### src/rtl/fuse_read_seq.sv
module fuse_read_seq #(
  parameter int SETTLE_CYC = 100,
  parameter int WORDS = 32,
  localparam int OW = $clog2(WORDS * 4) + 1
) (
  input  logic          clk,
  input  logic          rst_n,
  input  logic          req_valid,
  input  logic [OW-1:0] req_offset,
  input  logic [OW-1:0] req_count,
  output logic          busy,
  output logic [31:0]   fuse_ctrl,
  input  logic [31:0]   fuse_dout,
  output logic          byte_valid,
  output logic [7:0]    byte_data,
  output logic          done,
  output logic          err
);

  localparam int BYTES = WORDS * 4;
  localparam int AW = $clog2(WORDS);
  localparam int CW = $clog2(SETTLE_CYC + 1);
  localparam logic [31:0] STBY = 32'h0000_0021;
  localparam logic [31:0] RDMODE = 32'h0000_028C;
  localparam logic [31:0] STRB_BIT = 32'h0000_0002;
  localparam logic [CW-1:0] TLOAD = CW'(SETTLE_CYC - 1);

  typedef enum logic [2:0] {S_IDLE, S_OPEN, S_STRB, S_EMIT, S_LOW} st_t;

  st_t st, st_n;
  logic [AW-1:0] addr, addr_n;
  logic [1:0] pos, pos_n;
  logic [OW-1:0] rem, rem_n;
  logic [CW-1:0] tmr, tmr_n;
  logic [31:0] word, word_n;
  logic [31:0] ctrl_q, ctrl_n;
  logic done_n, err_n;

  logic bad;
  logic [OW-1:0] avail, take;
  assign bad = (req_offset >= OW'(BYTES)) || (req_count == '0);
  assign avail = OW'(BYTES) - req_offset;
  assign take = (req_count < avail) ? req_count : avail;

  always_comb begin
    st_n = st;
    addr_n = addr;
    pos_n = pos;
    rem_n = rem;
    tmr_n = tmr;
    word_n = word;
    done_n = 1'b0;
    err_n = 1'b0;
    case (st)
      S_IDLE: if (req_valid) begin
        if (bad) begin
          done_n = 1'b1;
          err_n = 1'b1;
        end else begin
          st_n = S_OPEN;
          addr_n = req_offset[OW-2:2];
          pos_n = req_offset[1:0];
          rem_n = take;
          tmr_n = TLOAD;
        end
      end
      S_OPEN: begin
        if (tmr == '0) begin
          st_n = S_STRB;
          tmr_n = TLOAD;
        end else tmr_n = tmr - 1'b1;
      end
      S_STRB: begin
        if (tmr == '0) begin
          word_n = fuse_dout;
          st_n = S_EMIT;
        end else tmr_n = tmr - 1'b1;
      end
      S_EMIT: begin
        pos_n = pos + 1'b1;
        rem_n = rem - 1'b1;
        if (rem == OW'(1) || pos == 2'd3) begin
          st_n = S_LOW;
          tmr_n = TLOAD;
        end
      end
      S_LOW: begin
        if (tmr == '0) begin
          if (rem == '0) begin
            st_n = S_IDLE;
            done_n = 1'b1;
          end else begin
            st_n = S_STRB;
            addr_n = addr + 1'b1;
            pos_n = 2'd0;
            tmr_n = TLOAD;
          end
        end else tmr_n = tmr - 1'b1;
      end
      default: st_n = S_IDLE;
    endcase
  end

  always_comb begin
    case (st_n)
      S_IDLE:  ctrl_n = STBY;
      S_STRB:  ctrl_n = RDMODE | STRB_BIT | (32'(addr_n) << 16);
      default: ctrl_n = RDMODE;
    endcase
  end

  always_ff @(posedge clk or negedge rst_n) begin
    if (!rst_n) begin
      st <= S_IDLE;
      addr <= '0;
      pos <= '0;
      rem <= '0;
      tmr <= '0;
      word <= '0;
      ctrl_q <= STBY;
      done <= 1'b0;
      err <= 1'b0;
    end else begin
      st <= st_n;
      addr <= addr_n;
      pos <= pos_n;
      rem <= rem_n;
      tmr <= tmr_n;
      word <= word_n;
      ctrl_q <= ctrl_n;
      done <= done_n;
      err <= err_n;
    end
  end

  assign fuse_ctrl = ctrl_q;
  assign busy = (st != S_IDLE);
  assign byte_valid = (st == S_EMIT);
  assign byte_data = word[{pos, 3'b000} +: 8];

  p_idle_standby_r1: assert property (@(posedge clk) disable iff (!rst_n)
    !busy |-> fuse_ctrl == STBY);
  p_strobe_entry_r2: assert property (@(posedge clk) disable iff (!rst_n)
    $rose(fuse_ctrl[1]) |-> $past(fuse_ctrl) == RDMODE);
  p_strobe_mode_r3: assert property (@(posedge clk) disable iff (!rst_n)
    fuse_ctrl[1] |-> (fuse_ctrl & ~32'h03FF_0000) == (RDMODE | STRB_BIT));
  p_strobe_addr_r4: assert property (@(posedge clk) disable iff (!rst_n)
    fuse_ctrl[1] |-> fuse_ctrl[25:16] < 10'(WORDS));
  p_byte_gap_r5: assert property (@(posedge clk) disable iff (!rst_n)
    byte_valid |-> busy && !fuse_ctrl[1]);
  p_done_standby_r7: assert property (@(posedge clk) disable iff (!rst_n)
    (done && !err) |-> fuse_ctrl == STBY && $past(busy));
  p_err_done_r8: assert property (@(posedge clk) disable iff (!rst_n)
    err |-> done && !busy);
  p_err_from_idle_r9: assert property (@(posedge clk) disable iff (!rst_n)
    err |-> !$past(busy));

endmodule

### config.mk
export PLATFORM = sky130hd
export DESIGN_NAME = fuse_read_seq
export DESIGN_NICKNAME = d
export VERILOG_FILES = /design/src/rtl/fuse_read_seq.sv
export SDC_FILE = /design/constraint.sdc
export NUM_CORES = 1
export LEC_CHECK = 0
export BUFFER_PORTS_ARGS = -buffer_cell sky130_fd_sc_hd__buf_2
export CAP_MARGIN = 20
export CORE_UTILIZATION = 30
export DETAILED_ROUTE_END_ITERATION = 7
export GPL_ROUTABILITY_DRIVEN = 0
export SKIP_CTS_REPAIR_TIMING = 1
export SLEW_MARGIN = 20
export SYNTH_ARGS = -nofsm -noshare
export SYNTH_HDL_FRONTEND = slang
export SYNTH_SLANG_ARGS = --single-unit
### constraint.sdc
create_clock -name clk -period 3.45 [get_ports clk]
set_input_delay 0.5175 -clock clk [delete_from_list [all_inputs] [get_ports clk]]
set_output_delay 0.5175 -clock clk [all_outputs]
set_load 0.01 [all_outputs]
; ---- After elaboration in Yosys (flattened, before gate mapping)
; Cells that the tools add are included.
; W data, S select, Z words.
[word_totals]
word_cells = 83
output_inout_bits = 44
register_bits = 91
[classes]
add_sub_neg = 5
magnitude_cmp = 2
shift = 1
reduce_logical = 15
eq_ne = 14
muxes = 37
[op_table]
columns = operator, count
row1 = $mux W7, 7
row2 = $pmux W21 S2, 1
row3 = $pmux W7 S5, 1
row4 = $shiftx A32 B6 Y8, 1
row5 = $mux W8, 3
row6 = $mux W5, 4
row7 = $mux W3, 6
row8 = $logic_not A8 Y1, 2
row9 = $pmux W8 S2, 1
row10 = $pmux W3 S5, 1
row11 = $mux W2, 5
row12 = $ne A2 B2 Y1 const B, 5
row13 = $pmux W5 S2, 1
row14 = $eq A3 B2 Y1 const B, 3
row15 = $eq A8 B1 Y1 const B, 1
row16 = $ge A8 B8 Y1 const B, 1
row17 = $lt A8 B8 Y1, 1
row18 = $sub A8 B1 Y8 const B, 1
row19 = $sub A8 B8 Y8 const A, 1
row20 = $logic_not A7 Y1, 1
row21 = $sub A7 B1 Y7 const B, 1
row22 = $logic_not A3 Y1, 2
row23 = $pmux W2 S3, 1
row24 = $reduce_and A6 Y1, 1
row25 = 16 further kinds, 22

; ---- Longest topological paths before layout
[depth]
depth_word = 7
depth_mapped = 13

; ---- Worst setup path before layout
; No wires, ideal clock.
[synth_path]
path_type = input -> register
startpoint = input port req_offset[2]
endpoint = register rem[5]
path_buffers = 1
path_slack_ns = 0.782
cell_stages = 12
arrival_time_ns = 2.583
cell_sequence = nor3_1 > nor3b_1 > nand2_1 > xor2_1 > ha_1 > nand2_1 > nor2_1 > a211oi_1 > o21ai_1 > clkbuf_1 > and3_1 > nor3_1
[synth_between]
elab_chain_len = 6
[synth_lines]
columns = item, line_no
row1 = "start, declared", 9  ; input logic [OW-1:0] req_offset,
row2 = $sub A8 B8 Y8, 42  ; assign avail = OW'(BYTES) - req_offset;
row3 = $lt A8 B8 Y1, 43  ; assign take = (req_count < avail) ? req_count : avail;
row4 = $mux W8, 43
row5 = $mux W8, 56  ; if (bad) begin
row6 = $mux W8, 55  ; S_IDLE: if (req_valid) begin
row7 = $pmux W8 S2, 54  ; case (st)
row8 = "end signal, assigned", 127  ; rem <= rem_n;
row9 = "end, declared", 33  ; logic [OW-1:0] rem, rem_n;
; Parallel ways exist; a longest one is shown, timed or not. The select of a mux whose other input is x is not followed.
; A chain may end at the register's enable or synchronous reset.

; ---- Final worst setup path
[layout_path]
startpoint = input port req_offset[2]
endpoint = register rem[1]
; The elaborated chain is that of the path after synthesis.

==> summary.md <==
| Metric | Value |
|---|---|
| CORE AREA | `0.0126 sq mm` |
| Area grow syn2layout | `19.5%` |
| Reg2reg start | `tmr[0]$_DFFE_PN0P_` |
| Asr flop ratio synth | `1.00` |
| MaxCap Viol Count | `0` |
| CP top delay family | `simple AND/OR/NAND/NOR gates` |
| Final Setup Violations | `0` |
| Latest clock arrival within the worst-skew pair | `330 ps` |
| Worst hold path class | `input port to async pin` |
| Register bit count reported by yosys | `67` |
| Mapped Cells | `357` |
| Routed len/inst | `14.1 microns` |
| # rows | `41` |
| Crit. Startpoint | `req_offset[2]` |
| Maximum clock rate | `364 MHz` |
| Clock Path Buffers | `2` |
| Yosys warnings | `0` |
| Final min period | `2740 ps` |
| Crit path cell chain | `buf_2 > nor3_1 > nor3b_1 > nand2_1 > xor2_1 > ha_1 > nand2_1 > nor2_1 > a211oi_1 > o21ai_1 > buf_4 > mux2i_1 > a221oi_1` |
| Fin nets | `494` |
| Crit path launch type | `input port` |
| Post-Route Utilization | `0.368` |
| RR Endpoint | `pos[1]$_DFFE_PN0P_` |
| Synth area leader | `dfrtp_1` |
| CTS HTree Levels | `3` |
| Post-synth EDFFs | `0` |
| Routed vias | `2,884` |
| Pre-Repair DR Iteration Count | `4` |
| Starting Density | `0.308` |
| Critical Path Most Common Cell | `nand2_1` |
| CTS Sinks | `67` |
| Fraction of layout cells with a size suffix above 1 | `0.339` |
| Avg Synthesized Cell Area | `10.9 sq um` |
| Critical path depth | `13` |
| CTS tree | `done` |
| Die Height | `116 microns` |
| Io pins | `95` |
| Grt total ovfl | `0` |
| Clk pin slew, worst setup/hold paths | `60 ps` |
| Post-route clock period utilization | `0.795` |
| All-Layer GR Usage | `0.134` |
| Skew final | `7.51 ps` |
| Die X | `116 microns` |
| Worst Path Required | `3680 ps` |
| CTS Buf Count | `9` |
| DRC viols | `0` |
| Final Max Tran Viols | `0` |
| Worst Path Buf+Inv | `2` |
| DR iter-0 viols | `121` |
| Die area | `0.0134 sq mm` |
| Cell area after synthesis | `0.00389 sq mm` |
| Synth top area cells | `dfrtp_1, mux2_2, buf_4` |
| Sequential fraction of the synthesis area | `0.431` |
| Yosys top cell area share | `0.425` |
| CP max-delay cell | `nor3b_1` |
| Number of antenna diodes | `0` |
| Antenna violations before repair | `0` |
| Netlist cell types | `53` |
| R2R Setup Slk | `750 ps` |
| CP endpoint | `rem[1]$_DFFE_PN0P_` |
| CP Data Arrival Time | `2980 ps` |
| Vias per std cell | `4.76` |
| Final Hold Fails | `0` |
| Post-synth top flop | `dfrtp_1` |
| Crit path max fanout | `13` |
| RSZ-0062 raised after global routing | `false` |
| Global-route wire length before repair | `13,800 microns` |
| Fillers | `1,285` |
| Port buffer count | `74` |
| Peak VDD IR | `0.351 mV` |
| Outcome | `complete, no violations` |
| Worst Reg-to-Reg Cells | `8` |
| Placed wire-length estimate | `6540 microns` |
| PwrDens | `758 mW/mm^2` |
| Critical path class | `input port to flop` |
| Clk root buf | `clkbuf_16` |
| Vias in the first global route | `2,853` |
| DRT antenna net count | `0` |
| Final TNS setup | `0 ps` |
| Largest net degree at the start of global routing | `37` |
| CP max stage delay | `410 ps` |
| Leakage | `2.11 nW` |
| Slew HR | `0.458` |
| Slew @ Worst Pin | `813 ps` |
| Crit end category | `flop` |
| WL final | `8530 microns` |
synthesized netlist by cell type (2+ instances only):
| master | number |
|---|---|
| a211o_1 | 5 |
| a211oi_1 | 3 |
| a21oi_1 | 23 |
| a221o_1 | 3 |
| a221oi_1 | 3 |
| a311oi_1 | 2 |
| a31oi_1 | 2 |
| and3_1 | 4 |
| buf_1 | 2 |
| buf_2 | 3 |
| buf_4 | 25 |
| buf_6 | 4 |
| clkbuf_1 | 4 |
| dfrtp_1 | 66 |
| ha_1 | 14 |
| inv_1 | 15 |
| mux2_2 | 31 |
| mux2_4 | 4 |
| mux4_2 | 8 |
| nand2_1 | 18 |
| nand2b_1 | 4 |
| nand3_1 | 10 |
| nand4_1 | 3 |
| nor2_1 | 19 |
| nor2b_1 | 6 |
| nor3_1 | 15 |
| nor3b_1 | 9 |
| nor4_1 | 3 |
| o21a_1 | 2 |
| o21ai_0 | 7 |
| o21ai_1 | 3 |
| o22ai_1 | 3 |
| o31ai_1 | 4 |
| or3_1 | 4 |
| or4b_4 | 2 |
| xnor2_1 | 3 |
| xor2_1 | 5 |
kinds of logic (layout without fill, tap and decap cells):
family | count (synthesis) | count (layout) | share of synthesized area
adders and majority gates | 14 | 14 | 0.0450
muxes | 44 | 44 | 0.154
xor gates and xnor gates | 8 | 8 | 0.0180
buffers and inverters | 53 | 111 | 0.0839
other | 1 | 20 | 0.000964
and+or+nand+nor | 102 | 102 | 0.149
AOI/OAI and AO/OA | 68 | 68 | 0.118
DFF | 67 | 67 | 0.431
stage by stage:
stage               worst slack, ps  power, mW  std cells  instance area, sq um  hold WS [ps]
floorplan                       782       2.19        376                  3960           222
global placement                502       2.51        590                  4320           484
detailed placement              372       2.56        590                  4320           489
CTS                             707       3.57        606                  4650           305
global route                    437       3.78        606                  4650           338
finish                          706       3.53        606                  4650           270
area by class of cell:
class                   instances  area (sq um)  area share
inverters                      15          56.3      0.0121
flip-flops and latches         67          1680       0.361
clock inverters                 6          88.8      0.0191
well taps                     172           215      0.0463
clock buffers                  10           239      0.0514
repair buffers                 80           415      0.0893
multi-input cells             256          1960       0.421
per-layer routing:
metal  wire length [microns]  track usage  vias up
met5                       0            0        -
met4                     108       0.0462        0
met3                     346       0.0429        9
met2                    4290        0.231       63
met1                    3780        0.156     1408
li1                        -            -     1404
state kept, by name, indices dropped and copies added, names as in the netlist:
signal / cells
word: 32
fuse_ctrl: 8
rem: 8
tmr: 7
addr: 5
st: 3
pos: 2
done: 1
err: 1
cell usage in the layout (no fill, tap or decap), types with 7 or more instances in the layout:
cell	count
nand3_1	10
nor2_1	19
inv_1	15
dfrtp_1	66
mux4_2	8
a21oi_1	23
mux2_2	31
buf_2	74
clkbuf_16	9
nand2_1	18
ha_1	14
nor3b_1	9
o21ai_0	7
conb_1	20
nor3_1	15
worst min path at each step:
stage | start | end | slack, ps | cells after the start
3_3_place_gp | word[17]$_DFFE_PN0P_ | word[17]$_DFFE_PN0P_ | 480 | 1
5_1_grt | rst_n | word[12]$_DFFE_PN0P_ | 340 | 1
3_5_place_dp | word[30]$_DFFE_PN0P_ | word[30]$_DFFE_PN0P_ | 490 | 1
6_report | rst_n | word[12]$_DFFE_PN0P_ | 270 | 1
2_1_floorplan | rst_n | addr[0]$_DFF_PN0_ | 220 | 0
4_1_cts | rst_n | word[12]$_DFFE_PN0P_ | 310 | 1
report_power, final:
group | total [mW] | internal [mW] | switching, mW
clock | 0.989 | 0.651 | 0.338
sequential | 1.38 | 1.11 | 0.273
combinational | 1.16 | 0.632 | 0.525
Power figures use the tool's default switching activity.
